--- config.mk ---
export PLATFORM = sky130hd
export DESIGN_NAME = two_key_lock
export DESIGN_NICKNAME = d
export VERILOG_FILES = /design/src/rtl/two_key_lock_pkg.sv /design/src/rtl/tkl_decode.sv /design/src/rtl/tkl_key_fsm.sv /design/src/rtl/tkl_viol.sv /design/src/rtl/two_key_lock.sv
export SDC_FILE = /design/constraint.sdc
export NUM_CORES = 1
export LEC_CHECK = 0
export BUFFER_PORTS_ARGS = -buffer_cell sky130_fd_sc_hd__buf_2
export CORE_ASPECT_RATIO = 0.75
export CORE_MARGIN = 2
export CORE_UTILIZATION = 40
export CTS_BUF_LIST = sky130_fd_sc_hd__clkbuf_8
export CTS_CLUSTER_SIZE = 10
export DETAILED_ROUTE_END_ITERATION = 12
export PLACE_DENSITY = 0.67
export SLEW_MARGIN = 40
export SYNTH_ARGS = -nofsm -noshare
export SYNTH_HDL_FRONTEND = slang
export SYNTH_HIERARCHICAL = 1
export SYNTH_SLANG_ARGS = --single-unit
--- constraint.sdc ---
create_clock -name clk_i -period 2.9 [get_ports clk_i]
set_clock_uncertainty 0.2 [all_clocks]
set_input_delay 0.435 -clock clk_i [delete_from_list [all_inputs] [get_ports clk_i]]
set_output_delay 0.435 -clock clk_i [all_outputs]
set_load 0.01 [all_outputs]
--- src/rtl/two_key_lock_pkg.sv ---
package two_key_lock_pkg;
  typedef enum logic [2:0] {
    SEL_NONE,
    SEL_KICK0,
    SEL_KICK1,
    SEL_STAT,
    SEL_PROT
  } sel_e;
endpackage

--- src/rtl/tkl_decode.sv ---
module tkl_decode import two_key_lock_pkg::*; #(
  parameter int unsigned ADDR_W     = 8,
  parameter int unsigned KICK_ADDR  = 2,
  parameter int unsigned STAT_ADDR  = 4,
  parameter int unsigned PROT_BASE  = 16,
  parameter int unsigned PROT_WORDS = 4
) (
  input  logic [ADDR_W-1:0] addr_i,
  output sel_e              sel_o,
  output logic              scratch_hit_o
);
  localparam int unsigned ProtEnd = PROT_BASE + PROT_WORDS;

  int unsigned a;
  always_comb begin
    a = int'(addr_i);
    if (a == KICK_ADDR)                    sel_o = SEL_KICK0;
    else if (a == KICK_ADDR + 1)           sel_o = SEL_KICK1;
    else if (a == STAT_ADDR)               sel_o = SEL_STAT;
    else if (a >= PROT_BASE && a < ProtEnd) sel_o = SEL_PROT;
    else                                   sel_o = SEL_NONE;
    scratch_hit_o = (a == PROT_BASE);
  end
endmodule

--- src/rtl/tkl_key_fsm.sv ---
module tkl_key_fsm #(
  parameter int unsigned          DATA_W = 32,
  parameter logic [DATA_W-1:0]    KEY0   = 32'h68EF3490,
  parameter logic [DATA_W-1:0]    KEY1   = 32'hD172BC5A
) (
  input  logic              clk_i,
  input  logic              rst_ni,
  input  logic              wr0_i,
  input  logic              wr1_i,
  input  logic [DATA_W-1:0] wdata_i,
  output logic              locked_o
);
  logic armed_q, locked_q;

  always_ff @(posedge clk_i or negedge rst_ni) begin
    if (!rst_ni) begin
      locked_q <= 1'b1;
      armed_q  <= 1'b0;
    end else begin
      if (wr0_i) begin
        armed_q <= (wdata_i == KEY0);
        if (wdata_i == '0) locked_q <= 1'b1;
      end
      if (wr1_i) begin
        armed_q <= 1'b0;
        if (armed_q && wdata_i == KEY1) locked_q <= 1'b0;
        else if (wdata_i == '0)         locked_q <= 1'b1;
      end
    end
  end

  assign locked_o = locked_q;

  // opening needs an armed KEY1 write on kick-high
  a_r3_unlock_needs_keys: assert property (@(posedge clk_i) disable iff (!rst_ni)
    (!locked_q && $past(locked_q)) |-> $past(wr1_i && armed_q && wdata_i == KEY1));
  // zero on a kick register relocks
  a_r4_zero_relocks: assert property (@(posedge clk_i) disable iff (!rst_ni)
    ((wr0_i || wr1_i) && wdata_i == '0) |=> locked_q);
  // only a kick write changes the lock
  a_r5_lock_stable: assert property (@(posedge clk_i) disable iff (!rst_ni)
    (!wr0_i && !wr1_i) |=> $stable(locked_q));
endmodule

--- src/rtl/tkl_viol.sv ---
module tkl_viol (
  input  logic clk_i,
  input  logic rst_ni,
  input  logic set_i,
  input  logic clr_i,
  output logic viol_o
);
  logic viol_q;

  always_ff @(posedge clk_i or negedge rst_ni) begin
    if (!rst_ni)    viol_q <= 1'b0;
    else if (set_i) viol_q <= 1'b1;
    else if (clr_i) viol_q <= 1'b0;
  end

  assign viol_o = viol_q;

  a_r8_sets: assert property (@(posedge clk_i) disable iff (!rst_ni)
    set_i |=> viol_q);
  a_r8_sticky: assert property (@(posedge clk_i) disable iff (!rst_ni)
    (viol_q && !clr_i) |=> viol_q);
endmodule

--- src/rtl/two_key_lock.sv ---
module two_key_lock import two_key_lock_pkg::*; #(
  parameter int unsigned       ADDR_W     = 8,
  parameter int unsigned       DATA_W     = 32,
  parameter int unsigned       KICK_ADDR  = 2,
  parameter int unsigned       STAT_ADDR  = 4,
  parameter int unsigned       PROT_BASE  = 16,
  parameter int unsigned       PROT_WORDS = 4,
  parameter logic [DATA_W-1:0] KEY0       = 32'h68EF3490,
  parameter logic [DATA_W-1:0] KEY1       = 32'hD172BC5A
) (
  input  logic              clk_i,
  input  logic              rst_ni,
  input  logic [ADDR_W-1:0] addr_i,
  input  logic [DATA_W-1:0] wdata_i,
  input  logic              we_i,
  output logic [DATA_W-1:0] rdata_o,
  output logic              locked_o,
  output logic              prot_we_o
);
  sel_e              sel;
  logic              scratch_hit, locked, viol;
  logic [DATA_W-1:0] scratch_q;

  tkl_decode #(
    .ADDR_W(ADDR_W), .KICK_ADDR(KICK_ADDR), .STAT_ADDR(STAT_ADDR),
    .PROT_BASE(PROT_BASE), .PROT_WORDS(PROT_WORDS)
  ) i_decode (
    .addr_i(addr_i), .sel_o(sel), .scratch_hit_o(scratch_hit)
  );

  tkl_key_fsm #(.DATA_W(DATA_W), .KEY0(KEY0), .KEY1(KEY1)) i_key_fsm (
    .clk_i(clk_i), .rst_ni(rst_ni),
    .wr0_i(we_i && sel == SEL_KICK0),
    .wr1_i(we_i && sel == SEL_KICK1),
    .wdata_i(wdata_i), .locked_o(locked)
  );

  tkl_viol i_viol (
    .clk_i(clk_i), .rst_ni(rst_ni),
    .set_i(we_i && sel == SEL_PROT && locked),
    .clr_i(we_i && sel == SEL_STAT && wdata_i[0]),
    .viol_o(viol)
  );

  assign prot_we_o = we_i && sel == SEL_PROT && !locked;
  assign locked_o  = locked;

  always_ff @(posedge clk_i or negedge rst_ni) begin
    if (!rst_ni)                      scratch_q <= '0;
    else if (prot_we_o && scratch_hit) scratch_q <= wdata_i;
  end

  always_comb begin
    unique case (sel)
      SEL_KICK0, SEL_KICK1: rdata_o = DATA_W'(locked);
      SEL_STAT:             rdata_o = DATA_W'(viol);
      SEL_PROT:             rdata_o = scratch_hit ? scratch_q : '0;
      default:              rdata_o = '0;
    endcase
  end

  // locked window never qualifies a write
  a_r7_locked_blocks: assert property (@(posedge clk_i) disable iff (!rst_ni)
    locked_o |-> !prot_we_o);
  a_r7_scratch_held: assert property (@(posedge clk_i) disable iff (!rst_ni)
    !prot_we_o |=> $stable(scratch_q));
  // kick reads carry only the lock bit
  a_r9_kick_read: assert property (@(posedge clk_i) disable iff (!rst_ni)
    (sel == SEL_KICK0 || sel == SEL_KICK1) |-> rdata_o == DATA_W'(locked_o));
endmodule

==> results.md, run 1 <==
- Core Util, Final: 52.4%
- Die Wd: between 80 and 90 um
- Slew Limit Fails: 0
- Gpl congestion: 0.766
- GR Util All Layers: 17.2%
- Top_reg_cell synth: dfrtp_1
- Synth Register Bits: 35
- Crit path capture type: output pin
- CTS Buf Count: 5
- IO buf count: 76
- Total number of vias: approximately 1500
- Post-Syn Area per Cell: 12.9 um2
- Hold_sp: wdata_i[2]
- Critical Path Start: addr_i[3]
- Top cells by count, synth: dfrtp_1, and2_1, mux2_4, nor2_1, nor3_1
- Synth Area in Compound Gates: under 10%
- CP Max Fanout: 32
- Worst endpoint required time: 2.27 ns
- Share of the synthesized area in the top cell type: 41.8%
- Setup_tns: 0 ns
- Asr flop ratio synth: 100%
- Post-Syn Area: roughly 2000 um2
- Yosys warning count: 6
- Clk root buf: clkbuf_8
- Measured slew at the worst slew-check pin: 0.448 ns
- FF-to-FF End: scratch_q[18]
- Die Area: 5680 um2
- Post-synthesis sequential area ratio: between 40 and 50%
- Drt initial violations: slightly above 90
- Pwr dens: 359 nW/um2
- Sink Count: 35
- Reg2reg start: i_key_fsm/locked_o
- Max-slew headroom: 70.1%
- CTS tree: built
- Initial Utilization: 41.5%
- Post-route DRC: 0
- Synth Area in XOR/XNOR: less than 1%
- Worst Path Arrival: around 2.2 ns
- Post-synth top area cell: dfrtp_1
- Fmax: 356 MHz
- Layout cells sized above 1: approximately 55%
- Std cell rows: 22
- Hold Path Sink: scratch_q[2]
- Clk_lat worst skew: 0.28 ns
- WHS Path Cells: 2
- Die Ht: between 60 and 70 um
- Synth Area in Adders: 0%
- LEAKAGE: 1.44 nW
- TritonRoute pass-1 iters: 4
- Post-route minimum period: ~2.8 ns
- Mux contribution to synthesized area: 23.8%
- Count leader, synth: dfrtp_1
- Main combinational cell family by area after synthesis: simple AND/OR/NAND/NOR gates
- Fin crit share: 96.9%
- Setup CP Type: in2out
- Antenna-violating nets left: 0
- Post-Syn Nets: 201
- I/O pin count: 77
- Fillers: between 400 and 500
- Fin. Hold Viols: 0
- Setup violators final: 0
- Post-DP HPWL: 3380 um
- Max-cap violations: 0
- Layout area overhead: 26.3%
- Clk slew on worst S/H paths: 0.07 ns
- Average wire per standard cell: 15.1 um
- Synth Instances: roughly 160
- Total Wirelength: 4520 um
- Buffer depth of the longest clock path: 2
- H-tree levels: 2
- Distinct cell type count after synthesis: 35
- EDFF count, synth: 0
- Total grt overflow: 0
- Largest net degree at the start of global routing: 36
- Cts repair resizes: 0
- Core Region: a little under 5000 um2
- RSZ-0062 raised after global routing: false
- First-pass GRT wire length: 7500 um
- Status: complete, no violations
- Worst setup SP type: input pin
- Overall power: 922 uW
- Antenna cells: 0
- Post-Synth Simple-Gate Area: 25.2%
- Vias in the first global route: 1516
- Final net count: 282
- Initial antenna violation count: 0
- HP Class: in2reg
- Worst Reg-to-Reg Cells: 3
- Vias/cell: 5.11
- Synth top area cells: dfrtp_1, mux2_4, and2_1
- Maximum VDD drop: 0.180 mV
- R2R Setup Slk: about 1.1 ns
[cell families after synthesis]
| logic type | after synthesis |
|---|---|
| buf+inv | 9 |
| xor+xnor | 1 |
| compound gates | 8 |
| simple gates | 72 |
| flops | 35 |
| mux | 33 |
[metrics by stage]
step / hold slack, ns / cells / worst slack [ns] / area [um2]
after floorplan: -0.0606 / 158 / 0.0447 / 2030
after global placement: 0.268 / 291 / 0.0940 / 2460
after detailed placement: 0.269 / 291 / 0.0619 / 2460
after CTS: 0.0461 / 299 / 0.0926 / 2560
after global routing: 0.189 / 300 / 0.0199 / 2570
final: 0.201 / 300 / 0.0893 / 2570
[worst max path at each step]
stage | end | slack [ns] | depth (start not counted)
after floorplan | rdata_o[10] | 0.04 | 5
after global routing | rdata_o[0] | 0.02 | 7
final | rdata_o[15] | 0.09 | 7
after global placement | rdata_o[0] | 0.09 | 7
after detailed placement | scratch_q[7] | 0.06 | 7
after CTS | rdata_o[15] | 0.09 | 7
[flip-flops by register name, summed over array words and instances (netlist names)]
signal              flops
scratch_q              32
i_key_fsm/armed_q       1
i_key_fsm/locked_o      1
i_viol/viol_o           1
[what timing repair did]
item / in CTS / in global routing
hold endpoints to repair: 0 / 34
buffers inserted: 0 / 0
hold buffers: 0 / 1
[cell usage in the layout (no fill, tap or decap), types with 2 or more instances in the layout]
cell type,n
nor3_1,5
a41oi_1,2
nand3b_1,3
and2_1,31
nand2_1,2
clkbuf_8,6
mux2_4,30
inv_1,2
and4bb_2,2
a211oi_1,2
nor4_1,3
buf_12,2
dfrtp_1,34
buf_4,4
a21o_1,2
nor2_1,5
mux2_2,2
or4_1,4
buf_2,75
or4_4,3
nand4_1,4
[area by class of cell]
type,instances,area [um2],area share (%)
tap,60,75.1,2.92
sequential,35,877,34.1
clock inverter,2,8.76,0.341
inverter,1,3.75,0.146
timing repair buffer,82,455,17.7
clock buffer,6,82.6,3.21
multi-input combinational,114,1070,41.5
[power breakdown]
group	total, mW	switching, mW	leakage, nW	internal, mW
Sequential	0.489	0.000295	0.485	0.489
Clock	0.362	0.173	0.0524	0.188
Combinational	0.0713	0.0398	0.899	0.0315
[worst max-delay path, stage by stage]
cell and delay (ns):
buf_2 0.09, or4_4 0.54, nor4_1 0.33, and4bb_2 0.31
buf_12 0.17, and2_1 0.16, buf_2 0.13
[layer usage]
metal	vias to the layer above	part of all wire, %	global-route usage [%]
met3	2	7.6	5.78
li1	733	-	-
met1	728	52	24.8
met5	-	0	0
met4	0	0.55	2.93
met2	69	40	25.6
No activity file was read; power rests on OpenSTA's default activity.
==> inputs of run 2 (changes only) <==
==> constraint.sdc (replaced) <==
create_clock -name clk_i -period 2.6 [get_ports clk_i]
set_clock_uncertainty 0.2 [all_clocks]
set_input_delay 0.39 -clock clk_i [delete_from_list [all_inputs] [get_ports clk_i]]
set_output_delay 0.39 -clock clk_i [all_outputs]
set_load 0.01 [all_outputs]
==> results.md, run 2 (synthesized netlist as in run 1, its figures left out) <==
- Status: complete, but fails checks
- Failing checks: setup timing
- Pwr dens: about 360 nW/um2
- Fmax: 376 MHz
- Fin crit share: 102%
- Die Area: between 5000 and 6000 um2
- GR Util All Layers: 18.4%
- Clk_lat worst skew: 0.28 ns
- Max-slew headroom: 70.4%
- Worst Path Arrival: 2.07 ns
- Gpl congestion: roughly 0.73
- IO buf count: 76
- Vias/cell: 5.20
- CP Max Fanout: 20
- Setup violators final: 21
- Crit path capture type: output pin
- Max reg flops: 32
- Critical-path top delay cell: or4_4
- Setup WS post-layout: -0.0604 ns
- CTS tree: built
- I/O pin count: 77
- Layout cells sized above 1: between 60% and 70%
- Measured slew at the worst slew-check pin: 0.444 ns
- Die Ht: 65.7 um
- Maximum VDD drop: 0.175 mV
- Largest net degree at the start of global routing: 36
- Fillers: 430
- Clk root buf: clkbuf_8
- Total Wirelength: ~4900 um
- Layout Cells excl Fill: 309
- LEAKAGE: 1.52 nW
- Setup CP Type: in2out
- CP bufs+invs: 3
- Vias in the first global route: around 1700
- Drt initial violations: 43
- Total grt overflow: 0
- First-pass GRT wire length: 8110 um
- Final net count: ~290
- Largest Register: scratch_q
- Worst path top cell family by delay: simple AND/OR/NAND/NOR gates
- Die Wd: 86.3 um
- TritonRoute pass-1 iters: 4
- Most common cell after layout, fill and taps aside: buf_2
- Initial Utilization: 41.5%
- Area after DPL: 2540 um2
- Placed cells: around 300
- Clk slew on worst S/H paths: 0.07 ns
- Average wire per standard cell: 16.0 um
- Sink Count: 35
- Most frequent cells in the layout: buf_2, dfrtp_1, mux2_4
- Post-DP HPWL: around 3600 um
- Max-cap violations: 0
- Antenna cells: 0
- RSZ-0062 raised after global routing: true
- Largest stage delay, worst path: 0.59 ns
- Std cell rows: 22
- Buffer depth of the longest clock path: 2
- Post-route minimum period: ~2.7 ns
- Initial antenna violation count: 0
- Worst endpoint required time: 2.01 ns
- Slew Limit Fails: 0
- Layout area overhead: 38.2%
- Crit path cell chain: buf_6, or4_4, nor4_4, and4bb_4, buf_12, a21o_1, buf_2
- Fin. Hold Viols: 0
- Total number of vias: 1608
- Overall power: 1.02 mW
- CTS Buf Count: 5
- Antenna-violating nets left: 0
- Worst setup SP type: input pin
- HP Class: in2reg
- Design Area, Final: 2810 um2
- Post-route DRC: 0
- H-tree levels: 2
- Core Region: 4900 um2
run 2: cell types whose count changed in the layout (fill, tap and decap cells not counted), sizes merged:
cell and delta:
buf +9, clkbuf -1, clkinv +2, inv -1
run 2: worst paths after layout:
kind,from,to,slack (ns),cells past startpoint
worst min register to register,i_viol/viol_o,i_viol/viol_o,0.28,1
worst max register to register,i_key_fsm/locked_o,scratch_q[3],0.82,3
worst min-delay path,wdata_i[8],scratch_q[8],0.16,2
worst max-delay path,addr_i[3],rdata_o[0],-0.06,7
max in group asynchronous,rst_ni,i_key_fsm/locked_o,1.46,2
min in group asynchronous,rst_ni,scratch_q[2],0.39,2
run 2: report_power, final:
part           internal [mW]  leakage, nW  switching (mW)
clock                  0.183       0.0477           0.198
sequential             0.545        0.485        0.000365
combinational         0.0399        0.984          0.0505
run 2: repair_timing:
item / CTS / global route
pin swaps: 7 / 5
hold buffers: 0 / 1
endpoints found under the setup margin: 32 / 32
gates cloned: 1 / 0
gates resized for setup: 23 / 11
hold endpoints to repair: 0 / 34
buffers inserted: 0 / 1
run 2: metal layers:
layer  part of all wire (%)  vias up  global-route usage (%)
li1                       -      759                       -
met3                    7.0        6                    6.28
met1                     49      783                    26.5
met4                   0.63        0                    3.32
met5                      0        -                       0
met2                     43       60                    27.1
run 2: area by class of cell:
| class | count | area, um2 | share of cell area [%] |
|---|---|---|---|
| inverter | 1 | 3.75 | 0.134 |
| sequential | 35 | 877 | 31.2 |
| tap | 60 | 75.1 | 2.67 |
| clock buffer | 5 | 68.8 | 2.45 |
| multi-input combinational | 114 | 1140 | 40.7 |
| clock inverter | 3 | 15.0 | 0.534 |
| timing repair buffer | 91 | 628 | 22.4 |
run 2: metrics by stage:
step                      utilization [%]  worst slack (ns)  hold WS (ns)  TNS [ns]
final                                57.4           -0.0604         0.158    -0.766
after global routing                 57.4            -0.128         0.155     -2.87
after CTS                            56.0           -0.0664        0.0147    -0.912
after detailed placement             51.9            -0.125         0.269     -6.13
after global placement               51.9           -0.0896         0.272     -4.36
after floorplan                         -           -0.0125        -0.106    -0.375
